==> src/rtl/rm_intr_pkg.sv <==
package rm_intr_pkg;
  typedef enum logic [2:0] {
    ST_IDLE,
    ST_PUSH_FL,
    ST_PUSH_CS,
    ST_LOAD_CS,
    ST_PUSH_IP,
    ST_LOAD_IP,
    ST_DONE
  } ent_state_e;

  localparam int unsigned DEF_IF_BIT = 9;
  localparam int unsigned DEF_TF_BIT = 8;
  localparam int unsigned PUSH_BYTES = 2;
endpackage

==> src/rtl/rm_pend_latch.sv <==
module rm_pend_latch #(
  parameter int unsigned VEC_W = 8,
  parameter int unsigned NMI_A = 0,
  parameter int unsigned NMI_B = 2
) (
  input  logic             clk_i,
  input  logic             rst_ni,
  input  logic             raise_i,
  input  logic [VEC_W-1:0] raise_vec_i,
  input  logic             halt_i,
  input  logic             busy_i,
  input  logic             clear_i,
  output logic             pend_o,
  output logic [VEC_W-1:0] vec_o,
  output logic             nmi_o,
  output logic             halted_o
);
  logic             pend_q;
  logic [VEC_W-1:0] vec_q;
  logic             halted_q;

  always_ff @(posedge clk_i or negedge rst_ni) begin
    if (!rst_ni) begin
      pend_q   <= 1'b0;
      vec_q    <= '0;
      halted_q <= 1'b0;
    end else begin
      if (halt_i) halted_q <= 1'b1;
      if (clear_i) begin
        pend_q <= 1'b0;
      end else if (raise_i && !busy_i) begin
        pend_q <= 1'b1;
        vec_q  <= raise_vec_i;
      end
    end
  end

  assign pend_o   = pend_q;
  assign vec_o    = vec_q;
  assign nmi_o    = (vec_q == VEC_W'(NMI_A)) || (vec_q == VEC_W'(NMI_B));
  assign halted_o = halted_q;

  assert_pend_clear_R9: assert property (@(posedge clk_i) disable iff (!rst_ni)
    clear_i |=> !pend_o);
  assert_busy_raise_dropped_R11: assert property (@(posedge clk_i) disable iff (!rst_ni)
    (busy_i && !clear_i && pend_o) |=> $stable(vec_o));
  assert_halt_sticky_R8: assert property (@(posedge clk_i) disable iff (!rst_ni)
    halted_o |=> halted_o);
endmodule

==> src/rtl/rm_addr_gen.sv <==
module rm_addr_gen #(
  parameter int unsigned VEC_W     = 8,
  parameter int unsigned WORD_W    = 16,
  parameter int unsigned ADDR_W    = 20,
  parameter int unsigned SEG_SHIFT = 4
) (
  input  logic [WORD_W-1:0] ss_i,
  input  logic [WORD_W-1:0] sp_i,
  input  logic [VEC_W-1:0]  vec_i,
  output logic [ADDR_W-1:0] stk_addr_o,
  output logic [ADDR_W-1:0] vec_ip_addr_o,
  output logic [ADDR_W-1:0] vec_cs_addr_o
);
  localparam int unsigned SEG_W = WORD_W + SEG_SHIFT;
  localparam int unsigned SUM_W = ((SEG_W > ADDR_W) ? SEG_W : ADDR_W) + 1;
  localparam int unsigned ENT_SHIFT = 2;

  logic [SUM_W-1:0] seg_base;
  logic [SUM_W-1:0] stk_sum;
  logic [SUM_W-1:0] ent_base;

  always_comb begin
    seg_base = SUM_W'(ss_i) << SEG_SHIFT;
    stk_sum  = seg_base + SUM_W'(sp_i);
    ent_base = SUM_W'(vec_i) << ENT_SHIFT;
  end

  assign stk_addr_o    = stk_sum[ADDR_W-1:0];
  assign vec_ip_addr_o = ent_base[ADDR_W-1:0];
  assign vec_cs_addr_o = ent_base[ADDR_W-1:0] + ADDR_W'(2);
endmodule

==> src/rtl/rm_entry_fsm.sv <==
module rm_entry_fsm
  import rm_intr_pkg::*;
#(
  parameter int unsigned WORD_W = 16,
  parameter int unsigned ADDR_W = 20,
  parameter int unsigned IF_BIT = DEF_IF_BIT,
  parameter int unsigned TF_BIT = DEF_TF_BIT
) (
  input  logic              clk_i,
  input  logic              rst_ni,
  input  logic              start_i,
  input  logic [WORD_W-1:0] cs_i,
  input  logic [WORD_W-1:0] ip_i,
  input  logic [WORD_W-1:0] ss_i,
  input  logic [WORD_W-1:0] sp_i,
  input  logic [WORD_W-1:0] flags_i,
  input  logic [ADDR_W-1:0] stk_addr_i,
  input  logic [ADDR_W-1:0] vec_cs_addr_i,
  input  logic [ADDR_W-1:0] vec_ip_addr_i,
  input  logic              mem_ready_i,
  input  logic [WORD_W-1:0] mem_rdata_i,
  output logic [WORD_W-1:0] ss_cur_o,
  output logic [WORD_W-1:0] sp_dec_o,
  output logic              busy_o,
  output logic              done_o,
  output logic              mem_req_o,
  output logic              mem_we_o,
  output logic [ADDR_W-1:0] mem_addr_o,
  output logic [WORD_W-1:0] mem_wdata_o,
  output logic              sp_we_o,
  output logic [WORD_W-1:0] sp_o,
  output logic              flags_we_o,
  output logic [WORD_W-1:0] flags_o,
  output logic              cs_we_o,
  output logic [WORD_W-1:0] cs_o,
  output logic              ip_we_o,
  output logic [WORD_W-1:0] ip_o
);
  localparam logic [WORD_W-1:0] CLR_MASK =
    ~((WORD_W'(1) << IF_BIT) | (WORD_W'(1) << TF_BIT));

  ent_state_e        state_q, state_d;
  logic [WORD_W-1:0] cs_q, ip_q, ss_q, sp_q, flags_q;
  logic              is_push, is_load, step;

  always_comb begin
    is_push = (state_q == ST_PUSH_FL) || (state_q == ST_PUSH_CS) || (state_q == ST_PUSH_IP);
    is_load = (state_q == ST_LOAD_CS) || (state_q == ST_LOAD_IP);
    step    = (is_push || is_load) && mem_ready_i;
  end

  always_comb begin
    state_d = state_q;
    unique case (state_q)
      ST_IDLE:    if (start_i) state_d = ST_PUSH_FL;
      ST_PUSH_FL: if (step) state_d = ST_PUSH_CS;
      ST_PUSH_CS: if (step) state_d = ST_LOAD_CS;
      ST_LOAD_CS: if (step) state_d = ST_PUSH_IP;
      ST_PUSH_IP: if (step) state_d = ST_LOAD_IP;
      ST_LOAD_IP: if (step) state_d = ST_DONE;
      ST_DONE:    state_d = ST_IDLE;
      default:    state_d = ST_IDLE;
    endcase
  end

  always_ff @(posedge clk_i or negedge rst_ni) begin
    if (!rst_ni) begin
      state_q <= ST_IDLE;
      cs_q    <= '0;
      ip_q    <= '0;
      ss_q    <= '0;
      sp_q    <= '0;
      flags_q <= '0;
    end else begin
      state_q <= state_d;
      if (state_q == ST_IDLE && start_i) begin
        cs_q    <= cs_i;
        ip_q    <= ip_i;
        ss_q    <= ss_i;
        sp_q    <= sp_i;
        flags_q <= flags_i;
      end else if (is_push && mem_ready_i) begin
        sp_q <= sp_dec_o;
      end
    end
  end

  assign sp_dec_o = sp_q - WORD_W'(PUSH_BYTES);
  assign ss_cur_o = ss_q;

  always_comb begin
    mem_addr_o  = '0;
    mem_wdata_o = '0;
    unique case (state_q)
      ST_PUSH_FL: begin mem_addr_o = stk_addr_i;    mem_wdata_o = flags_q; end
      ST_PUSH_CS: begin mem_addr_o = stk_addr_i;    mem_wdata_o = cs_q;    end
      ST_PUSH_IP: begin mem_addr_o = stk_addr_i;    mem_wdata_o = ip_q;    end
      ST_LOAD_CS: mem_addr_o = vec_cs_addr_i;
      ST_LOAD_IP: mem_addr_o = vec_ip_addr_i;
      default: ;
    endcase
  end

  assign mem_req_o  = is_push || is_load;
  assign mem_we_o   = is_push;
  assign busy_o     = (state_q != ST_IDLE);
  assign done_o     = (state_q == ST_DONE);
  assign sp_we_o    = is_push && mem_ready_i;
  assign sp_o       = sp_dec_o;
  assign flags_we_o = (state_q == ST_PUSH_FL) && mem_ready_i;
  assign flags_o    = flags_q & CLR_MASK;
  assign cs_we_o    = (state_q == ST_LOAD_CS) && mem_ready_i;
  assign cs_o       = mem_rdata_i;
  assign ip_we_o    = (state_q == ST_LOAD_IP) && mem_ready_i;
  assign ip_o       = mem_rdata_i;

  assert_req_hold_R10: assert property (@(posedge clk_i) disable iff (!rst_ni)
    (mem_req_o && !mem_ready_i) |=>
      (mem_req_o && $stable(mem_addr_o) && $stable(mem_we_o) && $stable(mem_wdata_o)));
  assert_cs_from_table_R2: assert property (@(posedge clk_i) disable iff (!rst_ni)
    cs_we_o |-> (!mem_we_o && mem_addr_o[1:0] == 2'b10));
  assert_ip_from_table_R2: assert property (@(posedge clk_i) disable iff (!rst_ni)
    ip_we_o |-> (!mem_we_o && mem_addr_o[1:0] == 2'b00));
  assert_done_single_R9: assert property (@(posedge clk_i) disable iff (!rst_ni)
    done_o |=> !done_o);
  assert_done_after_ip_R9: assert property (@(posedge clk_i) disable iff (!rst_ni)
    done_o |-> $past(ip_we_o));
  assert_flags_first_R3: assert property (@(posedge clk_i) disable iff (!rst_ni)
    flags_we_o |-> (sp_we_o && mem_we_o));
endmodule

==> src/rtl/rm_intr_entry.sv <==
module rm_intr_entry
  import rm_intr_pkg::*;
#(
  parameter int unsigned VEC_W     = 8,
  parameter int unsigned WORD_W    = 16,
  parameter int unsigned ADDR_W    = 20,
  parameter int unsigned SEG_SHIFT = 4,
  parameter int unsigned IF_BIT    = DEF_IF_BIT,
  parameter int unsigned TF_BIT    = DEF_TF_BIT
) (
  input  logic              clk_i,
  input  logic              rst_ni,
  input  logic              raise_i,
  input  logic [VEC_W-1:0]  raise_vec_i,
  input  logic              halt_i,
  input  logic              boundary_i,
  output logic              fetch_ok_o,
  output logic              busy_o,
  output logic              done_o,
  output logic              halted_o,
  input  logic [WORD_W-1:0] cs_i,
  input  logic [WORD_W-1:0] ip_i,
  input  logic [WORD_W-1:0] ss_i,
  input  logic [WORD_W-1:0] sp_i,
  input  logic [WORD_W-1:0] flags_i,
  output logic              cs_we_o,
  output logic [WORD_W-1:0] cs_o,
  output logic              ip_we_o,
  output logic [WORD_W-1:0] ip_o,
  output logic              sp_we_o,
  output logic [WORD_W-1:0] sp_o,
  output logic              flags_we_o,
  output logic [WORD_W-1:0] flags_o,
  output logic              mem_req_o,
  output logic              mem_we_o,
  output logic [ADDR_W-1:0] mem_addr_o,
  output logic [WORD_W-1:0] mem_wdata_o,
  input  logic              mem_ready_i,
  input  logic [WORD_W-1:0] mem_rdata_i
);
  logic              pend, nmi, halted_q, halted_any, can_take, start;
  logic [VEC_W-1:0]  vec;
  logic [WORD_W-1:0] ss_cur, sp_dec;
  logic [ADDR_W-1:0] stk_addr, vec_ip_addr, vec_cs_addr;

  rm_pend_latch #(.VEC_W(VEC_W)) i_pend (
    .clk_i, .rst_ni, .raise_i, .raise_vec_i, .halt_i,
    .busy_i(busy_o), .clear_i(done_o),
    .pend_o(pend), .vec_o(vec), .nmi_o(nmi), .halted_o(halted_q)
  );

  rm_addr_gen #(.VEC_W(VEC_W), .WORD_W(WORD_W), .ADDR_W(ADDR_W), .SEG_SHIFT(SEG_SHIFT)) i_addr (
    .ss_i(ss_cur), .sp_i(sp_dec), .vec_i(vec),
    .stk_addr_o(stk_addr), .vec_ip_addr_o(vec_ip_addr), .vec_cs_addr_o(vec_cs_addr)
  );

  // halt seen this cycle already blocks both fetch and entry
  assign halted_any = halted_q || halt_i;
  assign can_take   = pend && !halted_any && !busy_o && (nmi || flags_i[IF_BIT]);
  assign start      = boundary_i && can_take;
  assign fetch_ok_o = boundary_i && !busy_o && !halted_any && !can_take;
  assign halted_o   = halted_q;

  rm_entry_fsm #(.WORD_W(WORD_W), .ADDR_W(ADDR_W), .IF_BIT(IF_BIT), .TF_BIT(TF_BIT)) i_fsm (
    .clk_i, .rst_ni, .start_i(start),
    .cs_i, .ip_i, .ss_i, .sp_i, .flags_i,
    .stk_addr_i(stk_addr), .vec_cs_addr_i(vec_cs_addr), .vec_ip_addr_i(vec_ip_addr),
    .mem_ready_i, .mem_rdata_i,
    .ss_cur_o(ss_cur), .sp_dec_o(sp_dec),
    .busy_o, .done_o, .mem_req_o, .mem_we_o, .mem_addr_o, .mem_wdata_o,
    .sp_we_o, .sp_o, .flags_we_o, .flags_o, .cs_we_o, .cs_o, .ip_we_o, .ip_o
  );

  assert_no_fetch_halted_R8: assert property (@(posedge clk_i) disable iff (!rst_ni)
    halted_o |-> !fetch_ok_o);
  assert_no_start_halted_R8: assert property (@(posedge clk_i) disable iff (!rst_ni)
    halted_o |=> !$rose(busy_o));
  assert_mask_respected_R6: assert property (@(posedge clk_i) disable iff (!rst_ni)
    $rose(busy_o) |-> $past(nmi || flags_i[IF_BIT]));
  assert_start_on_boundary_R5: assert property (@(posedge clk_i) disable iff (!rst_ni)
    $rose(busy_o) |-> $past(boundary_i && pend));
  assert_no_fetch_busy_R5: assert property (@(posedge clk_i) disable iff (!rst_ni)
    busy_o |-> !fetch_ok_o);
endmodule

==> config.mk <==
export PLATFORM = sky130hd
export DESIGN_NAME = rm_intr_entry
export DESIGN_NICKNAME = d
export VERILOG_FILES = /design/src/rtl/rm_intr_pkg.sv /design/src/rtl/rm_pend_latch.sv /design/src/rtl/rm_addr_gen.sv /design/src/rtl/rm_entry_fsm.sv /design/src/rtl/rm_intr_entry.sv
export SDC_FILE = /design/constraint.sdc
export NUM_CORES = 1
export LEC_CHECK = 0
export BUFFER_PORTS_ARGS = -buffer_cell sky130_fd_sc_hd__buf_2
export CAP_MARGIN = 30
export CORE_MARGIN = 5
export CORE_UTILIZATION = 25
export DETAILED_ROUTE_END_ITERATION = 16
export GPL_ROUTABILITY_DRIVEN = 0
export SYNTH_ARGS = -nofsm -noshare
export SYNTH_HDL_FRONTEND = slang
export SYNTH_SLANG_ARGS = --single-unit
==> constraint.sdc <==
create_clock -name clk_i -period 8.1 [get_ports clk_i]
set_input_delay 0.81 -clock clk_i [delete_from_list [all_inputs] [get_ports clk_i]]
set_output_delay 0.81 -clock clk_i [all_outputs]
set_load 0.03 [all_outputs]
Yosys cells after proc, flatten, opt, wreduce, memory -nomap -nowiden
Index checks and enable logic that the tools add are counted.
{ "totals": {"word_cells": 71, "register_bits": 93} }
{ "op_classes": {"n_reduce_logical": 32, "mux": 13, "eq_ne": 13, "add_sub_neg": 3, "n_bitwise": 1} }
{ "op_table": {"columns": ["operator", "count"], "rows": [
  ["one-hot mux 20 bit (3 select lines)", 1],
  ["one-hot mux 16 bit (3 select lines)", 1],
  ["2-to-1 mux 16 bit", 2],
  ["adder 20 x 16 -> 20 bit", 1],
  ["2-to-1 mux 3 bit", 6],
  ["one-hot mux 3 bit (6 select lines)", 1],
  ["subtractor 16 x 2 -> 16 bit (second input constant)", 1],
  ["logical AND 1 bit", 14],
  ["!= test 2 x 1 -> 1 bit (second input constant)", 6],
  ["adder 10 x 2 -> 11 bit (second input constant)", 1],
  ["== test 3 bit (second input constant)", 3],
  ["== test 8 x 2 -> 1 bit (second input constant)", 1],
  ["zero test 8 bit", 1],
  ["logical OR 1 bit", 7],
  ["== test 3 x 2 -> 1 bit (second input constant)", 2],
  ["AND reduction 6 bit", 1],
  ["nonzero test 2 bit", 2],
  ["== test 3 x 1 -> 1 bit (second input constant)", 1],
  ["zero test 1 bit", 3],
  ["zero test 3 bit", 1],
  ["nonzero test 3 bit", 1],
  ["OR reduction 3 bit", 1],
  ["2-to-1 mux 1 bit", 2],
  ["AND reduction 2 bit", 1],
  ["inverter 1 bit", 1]
]} }

Longest topological paths before layout
{ "logic_depth": {"depth_word": 8, "mapped_depth": 13, "ltp_nobuf": 13} }

Modules after synthesis
Synthesis repeated with hierarchy kept, for this count alone.
{ "hier_totals": {"hier_cells": 804, "hier_area_um2": 6840.3} }
{ "modules_own_cells": {"columns": ["module", "cells_per_inst", "n_inst", "seq_area_each_um2", "area_each_um2"], "rows": [
  ["rm_entry_fsm", 626, 1, 2077.0, 5292.6],
  ["rm_addr_gen", 150, 1, 0.0, 1128.6],
  ["rm_pend_latch", 24, 1, 250.2, 391.6],
  ["rm_intr_entry", 4, 1, 0.0, 27.5]
]} }

Worst setup path after synthesis
No wires, ideal clock.
{ "synth_path": {"path_kind": "reg2out", "from": "register i_fsm.sp_q[1]", "to": "output port mem_addr_o[18]", "t_required_ps": 7290, "arrival_time_ps": 4315, "slack_ps": 2975, "stages_incl_launch_ff": 14, "n_path_buf": 0, "cell_sequence": "dfrtp_1 -> inv_1 -> ha_1 -> or4b_1 -> or2_1 -> or3_1 -> xnor2_1 -> ha_1 -> a21o_1 -> a31oi_1 -> o21ai_0 -> o2111ai_1 -> nand3_1 -> a21oi_1"} }
{ "synth_between": {"elab_chain_len": 3} }
{ "synth_lines": {"columns": ["element", "line_no", "rtl"], "rows": [
  ["start: declaration", "rm_entry_fsm.sv:43", "logic [WORD_W-1:0] cs_q, ip_q, ss_q, sp_q, flags_q;"],
  ["start signal: assignment", "rm_entry_fsm.sv:80", "sp_q <= sp_i;"],
  ["start signal: assignment", "rm_entry_fsm.sv:83", "sp_q <= sp_dec_o;"],
  ["subtractor 16 x 2 -> 16 bit", "rm_entry_fsm.sv:88", "assign sp_dec_o = sp_q - WORD_W'(PUSH_BYTES);"],
  ["net sp_o[1]", "rm_intr_entry.sv:31", "output logic [WORD_W-1:0] sp_o,"],
  ["adder 20 x 16 -> 20 bit", "rm_addr_gen.sv:24", "stk_sum = seg_base + SUM_W'(sp_i);"],
  ["one-hot mux 20 bit (3 select lines)", "rm_entry_fsm.sv:94", "unique case (state_q)"],
  ["end: declaration", "rm_intr_entry.sv:36", "output logic [ADDR_W-1:0] mem_addr_o,"]
]} }
The timed path passes the listed nets, and every way through them passes these cells.

Final worst setup path
{ "layout_path": {"from": "register i_fsm.sp_q[1]", "to": "output port mem_addr_o[16]"} }
{ "layout_between": {"elab_chain_len": 3} }
{ "layout_lines": {"columns": ["element", "line_no"], "rows": [
  ["subtractor 16 x 2 -> 16 bit", "rm_entry_fsm.sv:88"],
  ["adder 20 x 16 -> 20 bit", "rm_addr_gen.sv:24"],
  ["one-hot mux 20 bit (3 select lines)", "rm_entry_fsm.sv:94"]
]} }
Every way passes these cells.

==> metrics.txt <==
max_cap viols 0; worst clock skew 0.00861 ns; vias in the first global route 4515; post-cts sizing count 0; DRT Wirelength 16100 um; clock buffer count from CTS 9; area of the mapped netlist 5550 um2; Worst Max-Slew Pin Slew 0.959 ns; most common cell after layout, fill and taps aside buf_2; area grow syn2layout 18.5%; most frequent cells in the layout buf_2, dfrtp_1, mux2_2; final net count 777; clock sink total 93; Routed WL per cell 17.2 um; H-tree depth 3; DR pass1 iterations 4; n_diodes 0; leakage 3.28 nW; crit path cell chain inv_1 -> ha_1 -> or4b_1 -> or2_1 -> or3_1 -> xnor2_1 -> ha_1 -> a21o_1 -> a31oi_1 -> o21ai_0 -> o21ai_0 -> nand4_1 -> a21bo_2 -> buf_2; I/O Pins 220; Via-to-Cell Ratio 4.64; Synth Register Bits 93; final worst path period share 0.634; dpl hpwl 12300 um; Setup-failing EPs final 0; Relative slew margins 0.361; Setup CP Type reg -> out; min Tclk post-route 5.14 ns; core area 21800 um2; final hold vios 0; final setup TNS 0 ns; Critical-path top delay cell or4b_1; layout cells sized above 1 0.413; Worst-Skew Late Latency 0.35 ns; multi-input logic area 2650 um2; startpoint types flop; fmax 0.195 GHz; remaining antenna violation count 0; register area share after synthesis 0.420; largest net degree at the start of global routing 57; die area 25300 um2; Clock Path Buffers 2; maximum vdd drop 0.000182 V; row count 54; register clock-pin slew on the reported worst setup and hold paths 0.08 ns; Initial Util 0.254; register area 2330 um2; TritonCTS clock tree built; Synth Area per Inst 10.2 um2; Residual DRC 0; status finished clean; Chip Height 159 um; Mapped Cells 542; Post-synth EDFFs 0; P per Cell Area 308 nW/um2; hold_buf cts 0; Root Driver clkbuf_16; global-route wire length before repair 25600 um; required time of the critical path 7.29 ns; RSZ-0062 raised after global routing false; Top FF cell, synth dfrtp_1; Critical Path Max Stage Delay 0.57 ns; cell count after placement 920; initial antenna violation count 0; CP arrival 4.33 ns; count of cell types in the netlist 56; min-delay worst type in -> async; Async SR Flop Fraction 1.00; DR vias 4342; Max Slew Vio Count 0; Max FO, Critical Path 5; Initial DRC Count 172; Global Route Usage Sum 0.124; # port buffers 169; die span in x 159 um; Yosys warning count 0; Fillers 2305; Post-Layout Cell Count 936; GRT Residual Overflow 0; post-CTS setup buffers 0; kind of end point of the critical path output port
## per-stage QoR
step	setup WS, ns	power [mW]	hold WS (ns)	instance area [um2]	utilization
after global placement	3.50	1.61	0.449	6280	0.288
after global routing	2.62	2.15	0.470	6570	0.301
after detailed placement	3.37	1.61	0.459	6280	0.288
after CTS	2.96	2.06	0.449	6570	0.301
after floorplan	2.98	1.34	0.481	5550	-
final	2.96	2.02	0.442	6570	0.301
## report_power, final
group / internal [mW] / switching, mW / total (mW)
clock: 0.218 / 0.211 / 0.428
combinational: 0.307 / 0.674 / 0.981
sequential: 0.520 / 0.0917 / 0.612
total: 1.04 / 0.976 / 2.02
## layer usage
metal  share of wire  global-route usage  routed length, um
met4           0.019              0.0399                309
met3           0.087              0.0494               1390
met5               0                   0                  0
met2            0.44               0.192               7130
met1            0.45               0.159               7250
## flip-flops by register name, summed over array words and instances, names as in the netlist
register / cells
i_fsm.flags_q: 16
i_pend.pend_o: 1
i_pend.halted_o: 1
i_fsm.state_q: 3
i_pend.vec_o: 8
i_fsm.ip_q: 16
i_fsm.cs_q: 16
i_fsm.sp_q: 16
i_fsm.ss_cur_o: 16
## synthesized netlist by cell type, types with 2 or more instances
cell type / n / share of area
nand2_1: 41 / 0.028
dfrtp_1: 93 / 0.42
nand2b_1: 6 / 0.0068
a21o_1: 6 / 0.0081
a221o_1: 8 / 0.014
clkbuf_1: 13 / 0.0088
nor2_1: 31 / 0.021
mux2i_1: 3 / 0.0054
nor2b_1: 4 / 0.0045
a31oi_1: 2 / 0.0023
buf_1: 3 / 0.0020
o21ai_0: 32 / 0.029
and2_1: 5 / 0.0056
or2_1: 2 / 0.0023
a21oi_1: 21 / 0.019
or3_1: 5 / 0.0056
xnor2_1: 13 / 0.021
a22oi_1: 20 / 0.027
o2111ai_1: 3 / 0.0047
buf_4: 50 / 0.068
xor2_1: 10 / 0.016
inv_1: 13 / 0.0088
nor3_1: 12 / 0.011
buf_6: 3 / 0.0061
nand3_1: 5 / 0.0045
o22ai_1: 8 / 0.0090
o21bai_1: 4 / 0.0054
ha_1: 15 / 0.034
buf_2: 9 / 0.0081
mux2_2: 73 / 0.15
o21a_1: 2 / 0.0027
nor4_1: 3 / 0.0034
## area by class of cell
cell class / count / share of cell area
Clock buffer: 10 / 0.0349
Clock inverter: 6 / 0.00876
Inverter: 15 / 0.00933
Multi-Input combinational cell: 357 / 0.404
Sequential cell: 93 / 0.354
Tap cell: 280 / 0.0533
Timing Repair Buffer: 175 / 0.136
## path summary, 6_finish.rpt
kind                       cells past startpoint            endpoint  slack, ns             start
max                                           14      mem_addr_o[16]       2.96     i_fsm.sp_q[1]
min                                            1      i_fsm.cs_q[10]       0.44            rst_ni
max reg2reg                                    7      i_fsm.sp_q[15]       4.50  i_fsm.state_q[2]
min reg2reg                                    2     i_pend.halted_o       0.47   i_pend.halted_o
max in group asynchronous                      2  i_fsm.ss_cur_o[11]       6.53            rst_ni
min in group clk_i                             2     i_pend.halted_o       0.47   i_pend.halted_o
## logic make-up (layout without fill, tap and decap cells)
kind of cell             count (synthesis)  count (layout)  share of synthesized area
AO/OA/AOI/OAI                          116             116                      0.139
adder cells (fa/ha/maj)                 17              17                     0.0393
XOR/XNOR                                24              24                     0.0393
buffers and inverters                   93             206                      0.104
AND/OR/NAND/NOR                        122             122                      0.105
flip-flops                              93              93                      0.420
other                                    1               2                   0.000676
multiplexers                            76              76                      0.154
## critical path: cells and delay by family (launching register included)
kind            cells  cell delay, ns
compound gates      5            0.97
xor+xnor            1            0.32
fa+ha+maj           2            0.56
buf+inv             2            0.33
flops               1            0.40
simple gates        4            1.38
Note: power is estimated with default switching activity, not from simulation.
